**config.mk**
```make
export PLATFORM = sky130hd
export DESIGN_NAME = fb_fetch_seq
export DESIGN_NICKNAME = d
export VERILOG_FILES = /design/src/rtl/fbf_pkg.sv /design/src/rtl/fbf_depth_decode.sv /design/src/rtl/fbf_size_check.sv /design/src/rtl/fbf_line_gen.sv /design/src/rtl/fb_fetch_seq.sv
export SDC_FILE = /design/constraint.sdc
export NUM_CORES = 1
export LEC_CHECK = 0
export ABC_CLOCK_PERIOD_IN_PS = 10300
export BUFFER_PORTS_ARGS = -buffer_cell sky130_fd_sc_hd__buf_2
export CAP_MARGIN = 30
export CELL_PAD_IN_SITES_DETAIL_PLACEMENT = 0
export CELL_PAD_IN_SITES_GLOBAL_PLACEMENT = 1
export CORE_MARGIN = 4
export CORE_UTILIZATION = 45
export DETAILED_ROUTE_END_ITERATION = 8
export GPL_ROUTABILITY_DRIVEN = 1
export HOLD_SLACK_MARGIN = 0.1
export PLACE_DENSITY = 0.94
export SLEW_MARGIN = 25
export SYNTH_ARGS = -nofsm -noshare
export SYNTH_HDL_FRONTEND = slang
export SYNTH_SLANG_ARGS = --single-unit
```
**constraint.sdc**
```tcl
create_clock -name clk -period 10.3 [get_ports clk]
set_input_delay 1.545 -clock clk [delete_from_list [all_inputs] [get_ports clk]]
set_output_delay 1.545 -clock clk [all_outputs]
set_load 0.05 [all_outputs]
```
**src/rtl/fbf_pkg.sv**
```systemverilog
package fbf_pkg;
   typedef enum logic [2:0] {
      ST_IDLE,
      ST_HDR,
      ST_CHECK,
      ST_LINES,
      ST_HALT
   } fbf_state_e;

   localparam logic [1:0] LOAD_PAL_ONLY  = 2'd1;
   localparam logic [1:0] LOAD_DATA_ONLY = 2'd2;
   localparam int         PAL_FULL_BYTES  = 512;
   localparam int         PAL_SHORT_BYTES = 32;
   localparam int         HDR_DEPTH_LSB   = 12;
endpackage

```
**src/rtl/fbf_depth_decode.sv**
```systemverilog
module fbf_depth_decode
   import fbf_pkg::*;
(
   input  logic [2:0] code_i,
   input  logic       data_only_i,
   output logic [4:0] bpp_o,
   output logic [2:0] bpp_log2_o,
   output logic [9:0] skip_o
);
   always_comb begin
      unique case (code_i)
         3'd0:    begin bpp_o = 5'd0;  bpp_log2_o = 3'd0; end
         3'd1:    begin bpp_o = 5'd2;  bpp_log2_o = 3'd1; end
         3'd2:    begin bpp_o = 5'd4;  bpp_log2_o = 3'd2; end
         3'd3:    begin bpp_o = 5'd8;  bpp_log2_o = 3'd3; end
         default: begin bpp_o = 5'd16; bpp_log2_o = 3'd4; end
      endcase
      if (data_only_i)
         skip_o = 10'd0;
      else if (code_i >= 3'd3)
         skip_o = 10'(PAL_FULL_BYTES);
      else
         skip_o = 10'(PAL_SHORT_BYTES);
   end
endmodule

```
**src/rtl/fbf_size_check.sv**
```systemverilog
module fbf_size_check #(
   parameter int AW   = 32,
   parameter int DIMW = 10
) (
   input  logic [AW-1:0] top_i,
   input  logic [AW-1:0] bot_i,
   input  logic [DIMW:0] width_i,
   input  logic [DIMW:0] height_i,
   input  logic [2:0]    bpp_log2_i,
   input  logic [9:0]    skip_i,
   output logic          overflow_o
);
   localparam int CW = ((AW > 32) ? AW : 32) + 2;

   logic [CW-1:0] area, need, avail;

   always_comb begin
      area       = CW'(width_i) * CW'(height_i);
      need       = CW'(skip_i) + ((area << bpp_log2_i) >> 3);
      avail      = CW'(bot_i - top_i) + CW'(2);
      overflow_o = need > avail;
   end
endmodule

```
**src/rtl/fbf_line_gen.sv**
```systemverilog
module fbf_line_gen #(
   parameter int AW   = 32,
   parameter int DIMW = 10,
   parameter int LBW  = DIMW + 2
) (
   input  logic          clk,
   input  logic          rst_n,
   input  logic          flush_i,
   input  logic          load_i,
   input  logic [AW-1:0] start_addr_i,
   input  logic [LBW-1:0] stride_i,
   input  logic [DIMW:0] first_i,
   input  logic [DIMW:0] end_i,
   input  logic          ready_i,
   output logic          valid_o,
   output logic [AW-1:0] addr_o,
   output logic          last_o
);
   logic          busy;
   logic [DIMW:0] cur, end_q;
   logic [AW-1:0] addr;
   logic [LBW-1:0] stride_q;

   assign valid_o = busy;
   assign addr_o  = addr;
   assign last_o  = busy && ready_i && ((cur + 1'b1) == end_q);

   always_ff @(posedge clk or negedge rst_n) begin
      if (!rst_n) begin
         busy     <= 1'b0;
         cur      <= '0;
         end_q    <= '0;
         addr     <= '0;
         stride_q <= '0;
      end else if (flush_i) begin
         busy <= 1'b0;
      end else if (load_i) begin
         busy     <= 1'b1;
         cur      <= first_i;
         end_q    <= end_i;
         addr     <= start_addr_i;
         stride_q <= stride_i;
      end else if (busy && ready_i) begin
         cur  <= cur + 1'b1;
         addr <= addr + AW'(stride_q);
         if (last_o) busy <= 1'b0;
      end
   end
endmodule

```
**src/rtl/fb_fetch_seq.sv**
```systemverilog
module fb_fetch_seq
   import fbf_pkg::*;
#(
   parameter int AW          = 32,
   parameter int DIMW        = 10,
   parameter int SUBPANEL_EN = 1
) (
   input  logic            clk,
   input  logic            rst_n,
   input  logic            enable_i,
   input  logic [1:0]      load_mode_i,
   input  logic            dual_i,
   input  logic            dma_err_ie_i,
   input  logic [AW-1:0]   buf0_top_i,
   input  logic [AW-1:0]   buf0_bot_i,
   input  logic [AW-1:0]   buf1_top_i,
   input  logic [AW-1:0]   buf1_bot_i,
   input  logic [3:0]      addr_ok_i,
   input  logic [DIMW-1:0] width_m1_i,
   input  logic [DIMW-1:0] height_m1_i,
   input  logic            sub_en_i,
   input  logic            sub_from_start_i,
   input  logic [DIMW-1:0] sub_line_i,
   input  logic            frame_go_i,
   output logic            hdr_req_o,
   output logic [AW-1:0]   hdr_addr_o,
   input  logic            hdr_valid_i,
   input  logic [15:0]     hdr_data_i,
   output logic            line_valid_o,
   input  logic            line_ready_i,
   output logic [AW-1:0]   line_addr_o,
   output logic [AW-1:0]   pix_base_o,
   output logic [4:0]      bpp_o,
   output logic [DIMW+1:0] line_bytes_o,
   output logic            frame_done_o,
   output logic            sync_err_o,
   output logic            active_o,
   output logic            pal_done_o,
   output logic [2:0]      cond_o,
   output logic            dma_err_irq_o
);
   localparam int LW  = DIMW + 1;
   localparam int LBW = DIMW + 2;
   localparam int MW  = LW + LBW;

   if (AW < MW) begin : g_bad_aw
      $error("fb_fetch_seq: AW too small for DIMW");
   end
   if (DIMW < 2) begin : g_bad_dimw
      $error("fb_fetch_seq: DIMW must be at least 2");
   end

   fbf_state_e     state;
   logic           en_q, active, buf_idx, pal_done, sync_err, irq, done;
   logic [2:0]     code_q, cond;
   logic [AW-1:0]  pix_base;
   logic [4:0]     bpp_q;
   logic [LBW-1:0] lbytes_q;

   logic [AW-1:0]  cur_top, cur_bot, data_base, start_addr;
   logic [LW-1:0]  width_w, height_w, first_line, end_line;
   logic [4:0]     bpp;
   logic [2:0]     bpp_log2, hdr_code;
   logic [9:0]     skip;
   logic [LW+3:0]  wbits;
   logic [LBW-1:0] stride;
   logic [MW-1:0]  first_off;
   logic           overflow, empty, addrs_ok, gen_last, gen_load;
   logic           unused_hdr_bits;

   assign hdr_code        = hdr_data_i[HDR_DEPTH_LSB +: 3];
   assign unused_hdr_bits = ^{hdr_data_i[15], hdr_data_i[11:0]};
   assign cur_top   = buf_idx ? buf1_top_i : buf0_top_i;
   assign cur_bot   = buf_idx ? buf1_bot_i : buf0_bot_i;
   assign width_w   = LW'(width_m1_i) + 1'b1;
   assign height_w  = LW'(height_m1_i) + 1'b1;
   assign addrs_ok  = addr_ok_i[0] & addr_ok_i[1] &
                      (~dual_i | (addr_ok_i[2] & addr_ok_i[3]));

   fbf_depth_decode u_dec (
      .code_i      (code_q),
      .data_only_i (load_mode_i == LOAD_DATA_ONLY),
      .bpp_o       (bpp),
      .bpp_log2_o  (bpp_log2),
      .skip_o      (skip)
   );

   fbf_size_check #(.AW(AW), .DIMW(DIMW)) u_size (
      .top_i      (cur_top),
      .bot_i      (cur_bot),
      .width_i    (width_w),
      .height_i   (height_w),
      .bpp_log2_i (bpp_log2),
      .skip_i     (skip),
      .overflow_o (overflow)
   );

   if (SUBPANEL_EN != 0) begin : g_sub
      assign first_line = (sub_en_i && sub_from_start_i) ? LW'(sub_line_i) : '0;
      assign end_line   = (sub_en_i && !sub_from_start_i) ? LW'(sub_line_i) : height_w;
   end else begin : g_nosub
      assign first_line = '0;
      assign end_line   = height_w;
   end

   assign wbits      = (LW + 4)'(width_w) << bpp_log2;
   assign stride     = wbits[LW+3:3];
   assign first_off  = MW'(first_line) * MW'(stride);
   assign data_base  = cur_top + AW'(skip);
   assign start_addr = data_base + AW'(first_off);
   assign empty      = first_line >= end_line;
   assign gen_load   = (state == ST_CHECK) && enable_i && !overflow && !empty;

   fbf_line_gen #(.AW(AW), .DIMW(DIMW), .LBW(LBW)) u_lines (
      .clk          (clk),
      .rst_n        (rst_n),
      .flush_i      (!enable_i),
      .load_i       (gen_load),
      .start_addr_i (start_addr),
      .stride_i     (stride),
      .first_i      (first_line),
      .end_i        (end_line),
      .ready_i      (line_ready_i),
      .valid_o      (line_valid_o),
      .addr_o       (line_addr_o),
      .last_o       (gen_last)
   );

   always_ff @(posedge clk or negedge rst_n) begin
      if (!rst_n) begin
         state    <= ST_IDLE;
         en_q     <= 1'b0;
         active   <= 1'b0;
         buf_idx  <= 1'b0;
         pal_done <= 1'b0;
         sync_err <= 1'b0;
         irq      <= 1'b0;
         done     <= 1'b0;
         code_q   <= '0;
         cond     <= '0;
         pix_base <= '0;
         bpp_q    <= '0;
         lbytes_q <= '0;
      end else begin
         en_q <= enable_i;
         cond <= '0;
         irq  <= 1'b0;
         done <= 1'b0;
         if (!enable_i) begin
            active   <= 1'b0;
            sync_err <= 1'b0;
            pal_done <= 1'b0;
            state    <= ST_IDLE;
         end else if (!en_q) begin
            buf_idx <= 1'b0;
            if (addrs_ok) begin
               active <= 1'b1;
               state  <= ST_IDLE;
            end else begin
               active <= 1'b0;
               cond   <= 3'b100;
               irq    <= dma_err_ie_i;
               state  <= ST_HALT;
            end
         end else begin
            case (state)
               ST_IDLE: if (active && frame_go_i) state <= ST_HDR;
               ST_HDR: if (hdr_valid_i) begin
                  code_q <= hdr_code;
                  if (load_mode_i != LOAD_DATA_ONLY) pal_done <= 1'b1;
                  if (load_mode_i == LOAD_PAL_ONLY || hdr_code == 3'd0)
                     state <= ST_IDLE;
                  else
                     state <= ST_CHECK;
               end
               ST_CHECK: if (overflow) begin
                  sync_err <= 1'b1;
                  active   <= 1'b0;
                  state    <= ST_HALT;
               end else begin
                  cond     <= buf_idx ? 3'b010 : 3'b001;
                  pix_base <= data_base;
                  bpp_q    <= bpp;
                  lbytes_q <= stride;
                  if (dual_i) buf_idx <= ~buf_idx;
                  if (empty) begin
                     done  <= 1'b1;
                     state <= ST_IDLE;
                  end else begin
                     state <= ST_LINES;
                  end
               end
               ST_LINES: if (gen_last) begin
                  done  <= 1'b1;
                  state <= ST_IDLE;
               end
               ST_HALT: state <= ST_HALT;
               default: state <= ST_IDLE;
            endcase
         end
      end
   end

   assign hdr_req_o     = (state == ST_HDR) && enable_i;
   assign hdr_addr_o    = cur_top;
   assign pix_base_o    = pix_base;
   assign bpp_o         = bpp_q;
   assign line_bytes_o  = lbytes_q;
   assign frame_done_o  = done;
   assign sync_err_o    = sync_err;
   assign active_o      = active;
   assign pal_done_o    = pal_done;
   assign cond_o        = cond;
   assign dma_err_irq_o = irq;
endmodule

```
==> results of run 1 <==
==> final cells by class <==
| type | count | area (um^2) | area share |
|---|---|---|---|
| clock buffers | 17 | 425.4 | 0.01590 |
| clock inverters | 15 | 191.4 | 0.007156 |
| inverters | 314 | 1179 | 0.04406 |
| multi-input cells | 2001 | 17500 | 0.6542 |
| flip-flops and latches | 131 | 3282 | 0.1227 |
| well taps | 615 | 769.5 | 0.02876 |
| repair buffers | 522 | 3403 | 0.1272 |
==> cell usage after synthesis, drive strengths merged, types with 6 or more instances <==
cell / n / share of area
xor2: 77 / 0.031
nor3: 36 / 0.0083
buf: 28 / 0.0097
nand2b: 21 / 0.0060
nand4: 26 / 0.0075
and3: 32 / 0.0092
o211ai: 11 / 0.0044
nor3b: 8 / 0.0028
xnor2: 132 / 0.053
a21oi: 124 / 0.029
a31oi: 8 / 0.0023
a211o: 6 / 0.0024
dfrtp: 131 / 0.15
or2: 8 / 0.0023
nor2: 207 / 0.036
nand2: 276 / 0.048
nor4: 7 / 0.0026
o21a: 10 / 0.0035
clkbuf: 62 / 0.011
a21o: 42 / 0.015
and2: 55 / 0.016
inv: 313 / 0.054
nand3b: 6 / 0.0021
fa: 182 / 0.17
o21bai: 9 / 0.0031
or4: 6 / 0.0021
or3: 7 / 0.0025
mux2i: 96 / 0.044
mux2: 108 / 0.063
ha: 213 / 0.12
nor2b: 44 / 0.013
nand3: 61 / 0.014
a211oi: 25 / 0.0091
o31ai: 8 / 0.0030
o21ai: 77 / 0.018
==> registers in the layout (all words and copies together) (netlist names) <==
name	count
u_lines.end_q	11
dma_err_irq_o	1
u_lines.valid_o	1
u_lines.addr_o	32
bpp_o	4
frame_done_o	1
buf_idx	1
en_q	1
active_o	1
u_lines.stride_q	12
u_lines.cur	11
code_q	3
pix_base_o	32
state	3
pal_done_o	1
sync_err_o	1
line_bytes_o	12
cond_o	3
==> kinds of logic after synthesis <==
| kind of cell | after synthesis | share of synthesized area |
|---|---|---|
| AO/OA/AOI/OAI | 382 | 0.1176 |
| XOR/XNOR | 209 | 0.08422 |
| adder cells (fa/ha/maj) | 395 | 0.2903 |
| buffers and inverters | 404 | 0.07466 |
| flip-flops | 131 | 0.1508 |
| multiplexers | 204 | 0.1076 |
| other | 1 | 0.0001725 |
| AND/OR/NAND/NOR | 807 | 0.1747 |
==> per-stage QoR <==
stage | setup WS [ns] | TNS [ns] | total power [W] | hold slack [ns] | std cells
finish | -0.07176 | -0.4951 | 0.006547 | 0.4969 | 3615
global route | -0.5019 | -44.21 | 0.007107 | 0.5178 | 3615
CTS | 0.003802 | 0 | 0.006189 | 0.5006 | 3603
detailed placement | -0.9819 | -103.57 | 0.005147 | 0.4844 | 3545
global placement | -0.8251 | -83.51 | 0.004995 | 0.4617 | 3544
floorplan | 0.003441 | 0 | 0.003557 | 0.4684 | 2536
==> worst max path at each step <==
stage	from	depth (start not counted)	slack (ns)	end
after floorplan	width_m1_i[0]	43	0.003	bpp_o[1]$_DFFE_PN0P_
after global placement	height_m1_i[0]	44	-0.83	line_bytes_o[3]$_DFFE_PN0P_
after CTS	width_m1_i[1]	44	0.004	pix_base_o[14]$_DFFE_PN0P_
final	width_m1_i[1]	44	-0.07	pix_base_o[14]$_DFFE_PN0P_
after detailed placement	height_m1_i[0]	43	-0.98	pix_base_o[6]$_DFFE_PN0P_
after global routing	width_m1_i[1]	44	-0.50	pix_base_o[14]$_DFFE_PN0P_
==> layer usage <==
metal  GRT usage  up-vias  share of wire
met4     0.08517        0          0.031
met1      0.3651     9856           0.42
met5           0        -              0
met2      0.4677      860           0.47
li1            -     9369              -
met3     0.04142      128          0.073
==> timing repair <==
item,in CTS,in global routing
pin swaps,41,53
endpoints found under the setup margin,122,124
gates resized for setup,80,76
cloned,3,0
hold buffers,0,0
setup buffers,23,18
==> worst max-delay path: cells and delay by family <==
kind,cells,cell delay [ns]
adder cells (fa/ha/maj),8,3.25
AND/OR/NAND/NOR,13,2.31
AO/OA/AOI/OAI,12,2.06
XOR/XNOR,3,0.63
buffers and inverters,7,0.60
multiplexers,1,0.29
==> power by group <==
group	switching [W]	internal (W)
clock	0.000286	0.000388
combinational	0.00280	0.00254
sequential	0.0000153	0.000517
total	0.00310	0.00344
==> impl_metrics.py, run 1 <==
metrics = {
    "critical_path": {
        "worstSetupEndpointType": "register",
        "critPathMaxStageDelay_ns": 0.58,
        "rrSetupSlack_ns": 1.92,
        "reg2reg_depth": 27,
        "path_common_cell": "fa_1",
        "worstPathMaxFanout": 5,
        "critPathArrivalTime_ns": 10.70,
        "reg2reg_from": "code_q[2]$_DFFE_PN0P_",
        "worstSetupPathType": "in2reg",
        "critical_path.startpoint_type": "primary input",
        "crit_required_ns": 10.62,
        "critPathSlowestCell": "fa_1",
        "r2r-end": "u_lines.addr_o[27]$_DFFE_PN0P_",
    },
    "finish": {
        "final_area_um2": 26750,
        "areaGrowthSynthToFinish_pct": 23.09,
        "antenna_cells": 0,
        "utilization": 0.5603,
        "layout.nets": 3572,
        "final_cell_mix": "inv_1, buf_2, nand2_1, ha_1, buf_4",
        "drive_gt1_frac": 0.2607,
        "final_common_cell": "inv_1",
        "fillerInstances": 4313,
    },
    "die": {
        "fp.dieW_um": 227.8,
        "die_y_um": 227.8,
        "dieArea_um2": 51880,
        "start_util": 0.4552,
        "coreArea_um2": 47750,
        "row_count": 80,
        "io_pins": 313,
    },
    "timing": {
        "hold_viol": 0,
        "clock.fmax_mhz": 96.42,
        "rsz0062_at_grt": "yes",
        "fin_crit_sh": 1.007,
        "worst_pin_slew_ns": 1.040,
        "setup_viol": 8,
        "drv_slew": 0,
        "slew_headroom": 0.3023,
        "skew_ns": 0.01806,
        "fin_crit_ns": 10.37,
        "fin_ws_ns": -0.07176,
    },
    "placed_design": {
        "dp_hpwl_mm": 59.21,
        "numPortBuffers": 298,
        "placed_area_um2": 25110,
        "gp_congestion": 0.9795,
    },
    "global_route": {
        "grt_overflow": 0,
        "grt_pass1_vias": 20730,
        "grt_use_total": 0.2756,
        "grt_first_pass_wirelength_mm": 114.6,
        "antenna_found_initial": 0,
        "grt_max_degree": 69,
    },
    "route": {
        "wl_mm": 73.30,
        "antenna_left": 0,
        "vias": 20210,
        "drc": 0,
        "drt_iter0_drc": 1488,
        "wire_per_inst_um": 20.28,
        "firstDrtPassIters": 6,
        "drt-vias-per-instance": 5.591,
    },
    "clocking": {
        "clock_latency_ns": 0.45,
        "cts_buffers": 17,
        "cts_buffer_depth": 2,
        "clk_pin_slew_ns": 0.06,
        "cts-root-buf": "clkbuf_16",
        "cts_max_level": 4,
        "cts.sinks": 131,
        "cts_tree": "yes",
    },
    "worst_hold_path": {
        "hp-class": "reg2reg",
        "hp-start": "u_lines.stride_q[9]$_DFFE_PN0P_",
        "holdPathEnd": "u_lines.stride_q[9]$_DFFE_PN0P_",
        "holdPathStages": 1,
    },
    "power_and_ir_drop": {
        "p_leak_nw": 13.79,
        "ir_worst_vdd_uv": 313.9,
        "power.density_nw_per_um2": 244.7,
    },
    "yosys": {
        "syn_inst": 2533,
        "syn_area_per_cell_um2": 8.581,
        "ys_types": 86,
        "synth-main-ff-cell": "dfrtp_1",
        "synth_edf_count": 0,
        "ys_async_sr_fraction": 1.000,
        "ys_warn_count": 0,
        "syn_area_um2": 21730,
        "synth-seq-cells": 131,
        "yosysSeqAreaShare": 0.1508,
    },
    "flow_run": {
        "cap_violations": 0,
    },
    "outcome": {
        "violations": "setup timing",
        "outcome": "finished, violations left",
    },
}
No activity file was read; power rests on OpenSTA's default activity.
==> run 2, diff against run 1 <==
--- a/config.mk
+++ b/config.mk
@@ -16,6 +16,7 @@
 export GPL_ROUTABILITY_DRIVEN = 1
 export HOLD_SLACK_MARGIN = 0.1
 export PLACE_DENSITY = 0.94
+export RECOVER_POWER = 100
 export SLEW_MARGIN = 25
 export SYNTH_ARGS = -nofsm -noshare
 export SYNTH_HDL_FRONTEND = slang
==> run 2 against run 1 <==
The run ends with capacitance limit, slew limit, setup timing left. Utilization barely moved. Total power barely moved. First-iteration DRC count grew 1.3%. Design area barely moved. Sequential power barely moved. Clock power about the same. Global-route usage unchanged. Worst setup slack lost 0.0028 ns. Register-to-register slack better by 0.04 ns. Maximum frequency barely moved.
==> impl_metrics.py, run 2 (same netlist as run 1, synthesis figures left out) <==
metrics = {
    "route": {
        "firstDrtPassIters": 8,
        "wire_per_inst_um": 20.26,
        "drt-vias-per-instance": 5.571,
        "vias": 20140,
        "drt_iter0_drc": 1507,
        "drc": 0,
        "wl_mm": 73.25,
        "antenna_left": 0,
    },
    "timing": {
        "fin_ws_ns": -0.07455,
        "rsz0062_at_grt": "yes",
        "fin_crit_ns": 10.37,
        "skew_ns": 0.01751,
        "worst_pin_slew_ns": 3.848,
        "clock.fmax_mhz": 96.39,
        "setup_viol": 10,
        "timing.hold.ws_ns": 0.4958,
        "drv_slew": 69,
        "hold_viol": 0,
        "slew_headroom": -1.565,
        "fin_crit_sh": 1.007,
    },
    "critical_path": {
        "critical_path.startpoint_type": "primary input",
        "critPathSlowestCell": "fa_1",
        "critPathBufInv": 7,
        "critPathMaxStageDelay_ns": 0.58,
        "crit_required_ns": 10.63,
        "path_delay_family": "adder cells",
        "worstSetupEndpointType": "register",
        "path_common_cell": "fa_1",
        "critPathArrivalTime_ns": 10.70,
        "worstPathMaxFanout": 5,
        "worstSetupPathType": "in2reg",
    },
    "finish": {
        "utilization": 0.5601,
        "final_area_um2": 26740,
        "final_common_cell": "inv_1",
        "areaGrowthSynthToFinish_pct": 23.05,
        "final_cells": 3615,
        "drive_gt1_frac": 0.2600,
        "final_cell_mix": "inv_1, buf_2, nand2_1, ha_1, buf_4",
        "fillerInstances": 4315,
        "layout.nets": 3572,
        "antenna_cells": 0,
    },
    "clocking": {
        "cts.sinks": 131,
        "cts_tree": "yes",
        "cts-root-buf": "clkbuf_16",
        "cts_buffers": 17,
        "cts_buffer_depth": 2,
        "cts_max_level": 4,
        "holdBufCountCts": 0,
        "clk_pin_slew_ns": 0.06,
        "clock_latency_ns": 0.45,
    },
    "global_route": {
        "grt_pass1_vias": 20730,
        "grt_max_degree": 69,
        "grt_first_pass_wirelength_mm": 114.6,
        "antenna_found_initial": 0,
        "grt_overflow": 0,
        "grt_use_total": 0.2756,
    },
    "die": {
        "start_util": 0.4552,
        "io_pins": 313,
        "dieArea_um2": 51880,
        "die_y_um": 227.8,
        "coreArea_um2": 47750,
        "fp.dieW_um": 227.8,
        "row_count": 80,
    },
    "power_and_ir_drop": {
        "p_int_w": 0.003444,
        "power_frac_clock": 0.103,
        "p_leak_nw": 13.78,
        "sw_frac_of_total": 0.4744,
        "p_comb_frac": 0.815,
        "seqPwrFrac": 0.081,
        "ir_worst_vdd_uv": 314.6,
        "power.density_nw_per_um2": 245.0,
        "p_switching_w": 0.003108,
        "total_power_w": 0.006551,
    },
    "flow_run": {
        "cap_violations": 1,
    },
    "placed_design": {
        "dp_cells": 3545,
        "numPortBuffers": 298,
        "dp_hpwl_mm": 59.21,
        "placed_area_um2": 25110,
        "gp_congestion": 0.9795,
    },
    "outcome": {
        "violations": "capacitance limit, slew limit, setup timing",
        "outcome": "finished, violations left",
    },
    "worst_hold_path": {
        "hp-class": "reg2reg",
    },
}
-- run 2: cell types whose count changed in the layout (fill, tap and decap cells not counted), sizes merged --
cell    before  now
clkbuf      18   20
buf        521  519
-- run 2: final timing paths --
kind,startpoint,endpoint,slack [ns],cells past startpoint
worst max-delay path,width_m1_i[1],pix_base_o[14]$_DFFE_PN0P_,-0.07,44
worst min-delay path,u_lines.stride_q[9]$_DFFE_PN0P_,u_lines.stride_q[9]$_DFFE_PN0P_,0.50,1
worst max register to register,code_q[0]$_DFFE_PN0P_,u_lines.addr_o[27]$_DFFE_PN0P_,1.96,26
worst min register to register,u_lines.stride_q[9]$_DFFE_PN0P_,u_lines.stride_q[9]$_DFFE_PN0P_,0.50,1
max in group asynchronous,rst_n,buf_idx$_DFFE_PN0P_,5.19,1
min in group asynchronous,rst_n,line_bytes_o[8]$_DFFE_PN0P_,2.44,1
-- run 2: cell type report --
cell class | count | area [um^2] | share of cell area
clock inverter | 15 | 191.4 | 0.007158
multi-input combinational | 2001 | 17500 | 0.6545
inverter | 314 | 1179 | 0.04407
clock buffer | 17 | 425.4 | 0.01591
timing repair buffer | 522 | 3395 | 0.1269
tap | 615 | 769.5 | 0.02877
sequential | 131 | 3282 | 0.1227
-- run 2: per-layer routing --
layer / global-route usage / wire length, um
met3: 0.04142 / 5171
met1: 0.3651 / 30960
met2: 0.4677 / 34910
met4: 0.08517 / 2219
met5: 0 / 0
-- run 2: stage by stage --
step,setup WS (ns),TNS (ns)
2_1_floorplan,0.003441,0
3_3_place_gp,-0.8251,-83.51
3_5_place_dp,-0.9819,-103.57
4_1_cts,0.003802,0
5_1_grt,-0.5019,-46.36
6_report,-0.07455,-0.5186
-- run 2: power groups by stage --
stage          clock network (W)  registers (W)  logic (W)
2_1_floorplan                  0       0.000533    0.00302
3_3_place_gp                   0       0.000542    0.00445
3_5_place_dp                   0       0.000543    0.00460
4_1_cts                 0.000678       0.000533    0.00498
5_1_grt                 0.000702       0.000534    0.00587
6_report                0.000676       0.000533    0.00534
-- run 2: timing repair --
item	4_1_cts	5_1_grt
gates resized for setup	80	76
buffers inserted	23	18
pin swaps	41	53
endpoints found under the setup margin	122	124
gates cloned	3	0
